<file path="config.mk">
export PLATFORM = sky130hd
export DESIGN_NAME = tbank_regfile
export DESIGN_NICKNAME = d
export VERILOG_FILES = /design/src/rtl/tbank_pkg.sv /design/src/rtl/tbank_access_check.sv /design/src/rtl/tbank_lane.sv /design/src/rtl/tbank_decode.sv /design/src/rtl/tbank_main_counter.sv /design/src/rtl/tbank_regfile.sv
export SDC_FILE = /design/constraint.sdc
export NUM_CORES = 2
export LEC_CHECK = 0
export ABC_AREA = 0
export BUFFER_PORTS_ARGS = -buffer_cell sky130_fd_sc_hd__buf_2
export CAP_MARGIN = 20
export CORE_AREA = 3 3 309 311
export CTS_CLUSTER_DIAMETER = 150
export DETAILED_ROUTE_END_ITERATION = 16
export DIE_AREA = 0 0 312 314
export PLACE_DENSITY = 0.66
export SETUP_SLACK_MARGIN = 0.5
export SYNTH_ARGS = -nofsm -noshare
export SYNTH_HDL_FRONTEND = slang
export SYNTH_SLANG_ARGS = --single-unit
</file>
<file path="constraint.sdc">
create_clock -name clk_i -period 3.22 [get_ports clk_i]
set_clock_uncertainty 0.1 [all_clocks]
set_input_delay 0.322 -clock clk_i [delete_from_list [all_inputs] [get_ports clk_i]]
set_output_delay 0.322 -clock clk_i [all_outputs]
set_load 0.01 [all_outputs]
</file>
<file path="src/rtl/tbank_pkg.sv">
package tbank_pkg;
  typedef enum logic [2:0] {
    SEL_NONE, SEL_CAP, SEL_GCFG, SEL_CNT, SEL_TCFG, SEL_TCMP, SEL_TROUTE
  } reg_sel_e;

  localparam int unsigned DW         = 64;
  localparam int unsigned OFF_GCFG   = 'h010;
  localparam int unsigned OFF_CNT    = 'h0F0;
  localparam int unsigned OFF_TMR    = 'h100;
  localparam int unsigned TMR_STRIDE = 'h20;

  localparam logic [DW-1:0] GCFG_WMASK = 64'h0000_0000_0000_0003;
  localparam logic [DW-1:0] TCFG_WMASK = 64'h0000_0000_0000_3F4E;
  localparam logic [DW-1:0] TCFG_RST   = 64'h0000_00F0_0000_0030;
endpackage

</file>
<file path="src/rtl/tbank_access_check.sv">
module tbank_access_check (
  input  logic [2:0]  lo_addr_i,
  input  logic [3:0]  len_i,
  output logic        ok_o,
  output logic [5:0]  shift_o,
  output logic [63:0] width_o
);
  logic       legal;
  logic [2:0] low_mask;

  always_comb begin
    legal    = 1'b1;
    low_mask = 3'd0;
    width_o  = '0;
    unique case (len_i)
      4'd1: begin width_o = 64'h0000_0000_0000_00FF; low_mask = 3'd0; end
      4'd2: begin width_o = 64'h0000_0000_0000_FFFF; low_mask = 3'd1; end
      4'd4: begin width_o = 64'h0000_0000_FFFF_FFFF; low_mask = 3'd3; end
      4'd8: begin width_o = '1;                      low_mask = 3'd7; end
      default: legal = 1'b0;
    endcase
    ok_o    = legal && ((lo_addr_i & low_mask) == 3'd0);
    shift_o = {lo_addr_i, 3'b000};
  end
endmodule

</file>
<file path="src/rtl/tbank_lane.sv">
module tbank_lane (
  input  logic [63:0] old_i,
  input  logic [63:0] wdata_i,
  input  logic [63:0] width_i,
  input  logic [5:0]  shift_i,
  output logic [63:0] rd_o,
  output logic [63:0] merged_o
);
  logic [63:0] lane_mask;

  always_comb begin
    lane_mask = width_i << shift_i;
    rd_o      = (old_i >> shift_i) & width_i;
    merged_o  = (old_i & ~lane_mask) | ((wdata_i & width_i) << shift_i);
  end
endmodule

</file>
<file path="src/rtl/tbank_decode.sv">
module tbank_decode
  import tbank_pkg::*;
#(
  parameter int unsigned AW      = 10,
  parameter int unsigned NUM_TMR = 3,
  parameter int unsigned TIW     = 2
) (
  input  logic [AW-1:0]  addr_i,
  output reg_sel_e       sel_o,
  output logic [TIW-1:0] idx_o
);
  localparam int unsigned SW = $clog2(TMR_STRIDE);
  localparam logic [AW:0] TMR_LO = (AW+1)'(OFF_TMR);
  localparam logic [AW:0] TMR_HI = (AW+1)'(OFF_TMR + NUM_TMR * TMR_STRIDE);
  localparam logic [AW:0] GCFG_A = (AW+1)'(OFF_GCFG);
  localparam logic [AW:0] CNT_A  = (AW+1)'(OFF_CNT);

  logic [AW:0] off;
  logic [AW:0] rel;

  always_comb begin
    off   = {1'b0, addr_i[AW-1:3], 3'b000};
    rel   = off - TMR_LO;
    idx_o = TIW'(rel >> SW);
    sel_o = SEL_NONE;
    if (off == '0)          sel_o = SEL_CAP;
    else if (off == GCFG_A) sel_o = SEL_GCFG;
    else if (off == CNT_A)  sel_o = SEL_CNT;
    else if (off >= TMR_LO && off < TMR_HI) begin
      unique case (rel[SW-1:3])
        2'd0:    sel_o = SEL_TCFG;
        2'd1:    sel_o = SEL_TCMP;
        2'd2:    sel_o = SEL_TROUTE;
        default: sel_o = SEL_NONE;
      endcase
    end
  end
endmodule

</file>
<file path="src/rtl/tbank_main_counter.sv">
module tbank_main_counter #(
  parameter int unsigned CW = 64
) (
  input  logic          clk_i,
  input  logic          rst_ni,
  input  logic          en_i,
  input  logic          load_i,
  input  logic [CW-1:0] load_val_i,
  output logic [CW-1:0] cnt_o
);
  always_ff @(posedge clk_i or negedge rst_ni) begin
    if (!rst_ni)     cnt_o <= '0;
    else if (load_i) cnt_o <= load_val_i;
    else if (en_i)   cnt_o <= cnt_o + CW'(1);
  end

  assert_count_step_R9: assert property (@(posedge clk_i) disable iff (!rst_ni)
    ($past(en_i) && !$past(load_i)) |-> cnt_o == $past(cnt_o) + CW'(1));
  assert_count_hold_R9: assert property (@(posedge clk_i) disable iff (!rst_ni)
    (!$past(en_i) && !$past(load_i)) |-> $stable(cnt_o));
  assert_count_load_R10: assert property (@(posedge clk_i) disable iff (!rst_ni)
    $past(load_i) |-> cnt_o == $past(load_val_i));
endmodule

</file>
<file path="src/rtl/tbank_regfile.sv">
module tbank_regfile
  import tbank_pkg::*;
#(
  parameter int unsigned AW        = 10,
  parameter int unsigned NUM_TMR   = 3,
  parameter int unsigned PERIOD_FS = 8000000
) (
  input  logic                  clk_i,
  input  logic                  rst_ni,
  input  logic                  req_i,
  input  logic                  we_i,
  input  logic [AW-1:0]         addr_i,
  input  logic [3:0]            len_i,
  input  logic [63:0]           wdata_i,
  output logic [63:0]           rdata_o,
  output logic                  rvalid_o,
  output logic                  err_o,
  output logic                  cnt_warn_o,
  output logic                  cfg_enable_o,
  output logic                  cfg_legacy_o,
  output logic                  timer_start_o,
  output logic                  timer_stop_o,
  output logic [63:0]           count_o,
  output logic [64*NUM_TMR-1:0] tmr_cfg_o,
  output logic [64*NUM_TMR-1:0] tmr_cmp_o,
  output logic [64*NUM_TMR-1:0] tmr_route_o
);
  localparam int unsigned TIW = (NUM_TMR > 1) ? $clog2(NUM_TMR) : 1;
  localparam logic [63:0] CAP_WORD = {32'(PERIOD_FS), 16'h8086, 1'b1, 1'b0, 1'b1,
                                      5'(NUM_TMR - 1), 8'h01};

  logic            acc_ok;
  logic [5:0]      shift;
  logic [63:0]     width;
  reg_sel_e        sel;
  logic [TIW-1:0]  idx;
  logic [63:0]     reg_val, wmask, rd_lane, merged, new_word;
  logic [1:0]      gcfg_q;
  logic [63:0]     tcfg_q  [NUM_TMR];
  logic [63:0]     tcmp_q  [NUM_TMR];
  logic [63:0]     troute_q[NUM_TMR];
  logic            wr, wr_gcfg, wr_cnt;

  tbank_access_check u_chk (
    .lo_addr_i (addr_i[2:0]),
    .len_i     (len_i),
    .ok_o      (acc_ok),
    .shift_o   (shift),
    .width_o   (width)
  );

  tbank_decode #(.AW(AW), .NUM_TMR(NUM_TMR), .TIW(TIW)) u_dec (
    .addr_i (addr_i),
    .sel_o  (sel),
    .idx_o  (idx)
  );

  always_comb begin
    reg_val = '0;
    wmask   = '0;
    unique case (sel)
      SEL_CAP:    reg_val = CAP_WORD;
      SEL_GCFG:   begin reg_val = {62'b0, gcfg_q}; wmask = GCFG_WMASK; end
      SEL_CNT:    begin reg_val = count_o;         wmask = '1;         end
      SEL_TCFG:   begin reg_val = tcfg_q[idx];     wmask = TCFG_WMASK; end
      SEL_TCMP:   begin reg_val = tcmp_q[idx];     wmask = '1;         end
      SEL_TROUTE: begin reg_val = troute_q[idx];   wmask = '1;         end
      default:    ;
    endcase
  end

  tbank_lane u_lane (
    .old_i    (reg_val),
    .wdata_i  (wdata_i),
    .width_i  (width),
    .shift_i  (shift),
    .rd_o     (rd_lane),
    .merged_o (merged)
  );

  assign new_word = (merged & wmask) | (reg_val & ~wmask);
  assign wr       = req_i && we_i && acc_ok;
  assign wr_gcfg  = wr && (sel == SEL_GCFG);
  assign wr_cnt   = wr && (sel == SEL_CNT);

  always_ff @(posedge clk_i or negedge rst_ni) begin
    if (!rst_ni) begin
      gcfg_q        <= '0;
      rdata_o       <= '0;
      rvalid_o      <= 1'b0;
      err_o         <= 1'b0;
      cnt_warn_o    <= 1'b0;
      timer_start_o <= 1'b0;
      timer_stop_o  <= 1'b0;
    end else begin
      if (wr_gcfg) gcfg_q <= new_word[1:0];
      if (req_i && !we_i) rdata_o <= acc_ok ? rd_lane : '1;
      rvalid_o      <= req_i && !we_i;
      err_o         <= req_i && !acc_ok;
      cnt_warn_o    <= wr_cnt && gcfg_q[0];
      timer_start_o <= wr_gcfg && !gcfg_q[0] && new_word[0];
      timer_stop_o  <= wr_gcfg && gcfg_q[0] && !new_word[0];
    end
  end

  assign cfg_enable_o = gcfg_q[0];
  assign cfg_legacy_o = gcfg_q[1];

  tbank_main_counter #(.CW(64)) u_cnt (
    .clk_i      (clk_i),
    .rst_ni     (rst_ni),
    .en_i       (gcfg_q[0]),
    .load_i     (wr_cnt),
    .load_val_i (new_word),
    .cnt_o      (count_o)
  );

  for (genvar i = 0; i < NUM_TMR; i++) begin : g_tmr
    logic hit;
    assign hit = wr && (idx == TIW'(i));

    always_ff @(posedge clk_i or negedge rst_ni) begin
      if (!rst_ni) begin
        tcfg_q[i]   <= TCFG_RST;
        tcmp_q[i]   <= '1;
        troute_q[i] <= '0;
      end else if (hit) begin
        if (sel == SEL_TCFG)   tcfg_q[i]   <= new_word;
        if (sel == SEL_TCMP)   tcmp_q[i]   <= new_word;
        if (sel == SEL_TROUTE) troute_q[i] <= new_word;
      end
    end

    assign tmr_cfg_o[64*i +: 64]   = tcfg_q[i];
    assign tmr_cmp_o[64*i +: 64]   = tcmp_q[i];
    assign tmr_route_o[64*i +: 64] = troute_q[i];

    assert_tcfg_ro_R5: assert property (@(posedge clk_i) disable iff (!rst_ni)
      $stable(tcfg_q[i] & ~TCFG_WMASK));
  end

  assert_err_ones_R1: assert property (@(posedge clk_i) disable iff (!rst_ni)
    (rvalid_o && err_o) |-> rdata_o == '1);
  assert_rvalid_src_R12: assert property (@(posedge clk_i) disable iff (!rst_ni)
    rvalid_o |-> $past(req_i && !we_i));
  assert_start_edge_R11: assert property (@(posedge clk_i) disable iff (!rst_ni)
    timer_start_o |-> (cfg_enable_o && !$past(cfg_enable_o)));
  assert_stop_edge_R11: assert property (@(posedge clk_i) disable iff (!rst_ni)
    timer_stop_o |-> (!cfg_enable_o && $past(cfg_enable_o)));
  assert_rise_pulse_R11: assert property (@(posedge clk_i) disable iff (!rst_ni)
    $rose(cfg_enable_o) |-> timer_start_o);
  assert_warn_run_R10: assert property (@(posedge clk_i) disable iff (!rst_ni)
    cnt_warn_o |-> (cfg_enable_o && $past(cfg_enable_o)));
endmodule

</file>
==> impl_metrics.yaml <==
floorplanning:
  dieArea_um2: 98000
  die_w_um: 312
  core_um2: 93000
  initial_core_util: 0.385
  io-pin-count: 793
  die_h_um: 314
  core.rowCount: 112
logic_synthesis:
  ys_async_sr_fraction: 1.00
  post_synth_num_cell_types: 106
  synth.most_common_cell: "dfrtp_1"
  synth_edf_count: 0
  synth_top_cell_by_area: "dfrtp_1"
  synth_fp_nets: 3755
  synth_top_area_share: 0.350
  synthAdderAreaFrac: 0.000628
  ys_top_cells_by_area: "dfrtp_1 (35%), dfstp_2 (15%), o21ai_0 (5.1%)"
  syn_area_per_cell_um2: 9.76
  netlist_area_um2: 35800
  synthCells: 3672
  synth_warnings: 0
  yosys.area_share.simple: 0.116
  ys_seq_area_frac: 0.504
  synth.cells.most_frequent: "dfrtp_1 (501), nand2_1 (433), o21ai_0 (365), clkbuf_1 (292), a21oi_1 (289)"
  synthMuxAreaShare: 0.0900
  synth_top_family_by_area: "compound AO/OA/AOI/OAI gates"
  synth_compound_area_frac: 0.214
  synth-seq-cells: 711
  synth-xor-area-share: 0.0158
  ys.flop_type: "dfrtp_1"
layout:
  design_area_um2: 47500
  multi_input_area_um2: 15900
  nFillCells: 8698
  drive_gt1_frac: 0.401
  area_growth_pct: 32.5
  finalNetCount: 4677
  regArea_um2: 18100
cts:
  clk-insertion-delay-late_ps: 680
  root_buffer: "clkbuf_16"
  clkTransAtPathRegs_ps: 70
  cts_tree: "done"
  cts_buffers: 81
  cts-htree-levels: 3
  cts_buffer_depth: 3
  cts.sinks: 711
place:
  dp_slack_ps: -116
  dpl_cell_area_um2: 44300
  gp_congestion: 1.04
  hpwl_um: 142000
  port_buffers: 792
global_routing:
  grt_pass1_vias: 33800
  antenna_found_initial: 27
  grt_pass1_wl_um: 258000
  grt_max_degree: 83
  grt_usage: 0.363
  grt-ovfl-total: 0
timing:
  fin_crit_sh: 0.819
  finalSetupViolations: 0
  report.final.hold_viol_count: 0
  drv_slew: 0
  rsz0062_at_grt: "true"
  fin_ws_ps: 584
  relSlewSlack: 0.326
  fin_tns_setup_ps: 0
  hold_ws_ps: 112
  max_clock_freq_ghz: 0.379
  min_period_ps: 2640
  worst_pin_slew_ps: 1000
worst_setup_path:
  crit_family: "simple AND/OR/NAND/NOR gates"
  crit_fanout: 14
  path_cells: "nand3_2 -> nor4_4 -> nand4_1 -> buf_4 -> nor4_2 -> buf_4 -> nor4bb_1 -> a211oi_1 -> a21oi_1"
  cp.arrival_ps: 3130
  startpoint: "u_cnt.cnt_o[18]"
  startpoint_type: "flip-flop"
  crit_type: "flip-flop to flip-flop"
  path_common_cell: "buf_4"
  crit_buf_inv: 2
  r2r_start: "u_cnt.cnt_o[18]"
  cp_data_required_time_ps: 3710
  max_stage_delay_ps: 490
  critPathSlowestCell: "dfrtp_1"
  critPathCaptureType: "flip-flop"
route:
  drt_iter0_drc: 3881
  wirelength_um: 183000
  vias_per_cell: 5.88
  first_pass_iters: 6
  drtAntennaViolNets: 0
  vias: 34875
  route.detailed.drc: 0
  wire_per_inst_um: 30.8
job:
  cap_viol_max_count: 0
outcome:
  status: "completed"
worst_hold_path:
  hp-start: "wdata_i[0]"
  hp-class: "input pin to flip-flop"
power:
  powerDensity_nw_per_um2: 465
  p_total_mw: 22.1
  p_leak_nw: 21.9
  irDropWorstVdd_mv: 0.408
[where the power goes]
group / switching [mW] / internal (mW)
logic: 1.56 / 0.846
clock network: 4.13 / 6.17
registers: 0.228 / 9.14
total: 5.92 / 16.2
[area by class of cell]
cell class              instances  share of cell area
inverters                      25             0.00203
diodes                         18            0.000949
flip-flops and latches        711               0.380
clock inverters                44              0.0143
repair buffers               1288               0.185
multi-input cells            2487               0.335
well taps                    1254              0.0331
clock buffers                 108              0.0486
[path summary, 6_finish.rpt]
kind	endpoint	slack (ps)	cells past startpoint
min in group asynchronous	rdata_o[2]	190	2
hold / removal	timer_stop_o	110	3
setup / recovery	u_cnt.cnt_o[61]	580	9
max in group asynchronous	tmr_cmp_o[95]	1830	3
hold reg to reg	tmr_cfg_o[103]	270	0
setup reg to reg	u_cnt.cnt_o[61]	580	9
[sequential cells by signal, summed over array words and instances (netlist names)]
| register | count |
|---|---|
| err_o | 1 |
| tmr_route_o | 192 |
| timer_stop_o | 1 |
| tmr_cfg_o | 192 |
| rdata_o | 64 |
| tmr_cmp_o | 192 |
| cnt_warn_o | 1 |
| u_cnt.cnt_o | 64 |
| gcfg_q | 2 |
| rvalid_o | 1 |
| timer_start_o | 1 |
[timing repair]
action | 4_1_cts | 5_1_grt
pin swaps | 1 | 4
setup buffers | 0 | 3
endpoints found under the hold margin | 50 | 0
hold buffers | 2 | 0
endpoints found under the setup margin | 10 | 36
resized for setup | 6 | 20
[logic make-up after synthesis]
group	count (synthesis)
AOI/OAI and AO/OA	1178
xor gates and xnor gates	64
adders and majority gates	2
buffers and inverters	474
DFF	711
muxes	293
and+or+nand+nor	950
[per-stage QoR]
step / utilization / instances
floorplan: - / 3672
global placement: 0.476 / 5760
detailed placement: 0.476 / 5760
CTS: 0.508 / 5914
global route: 0.510 / 5926
finish: 0.510 / 5935
[placed cells by master (no fill, tap or decap), drive strengths merged, types with 32 or more instances in the layout]
cell    Yosys  layout
a211oi     47      47
a21oi     296     296
a221oi     79      79
a22oi      64      64
a31oi      37      37
buf       157    1286
clkbuf    292     108
dfrtp     501     501
dfstp     210     210
inv        23      32
mux2      125     125
mux2i     159     159
nand2     433     433
nand3      50      50
nor2      284     284
nor3       48      48
o21ai     393     393
o22a       33      33
xnor2      37      37
[worst register-to-register path, cell delays in order (launching register included)]
cell and delay, ps:
dfrtp_1 490, nand3_2 200, nor4_4 390, nand4_1 130, buf_4 220, nor4_2 260
buf_4 250, nor4bb_1 310, a211oi_1 80, a21oi_1 120
[routing by layer]
metal / vias to the layer above / track usage / share of wire
met5: - / 0 / 0.00036
met4: 12 / 0.195 / 0.062
met3: 468 / 0.0914 / 0.094
met2: 1960 / 0.582 / 0.47
met1: 17361 / 0.451 / 0.38
li1: 15074 / - / -
(Power assumes the default switching activity.)
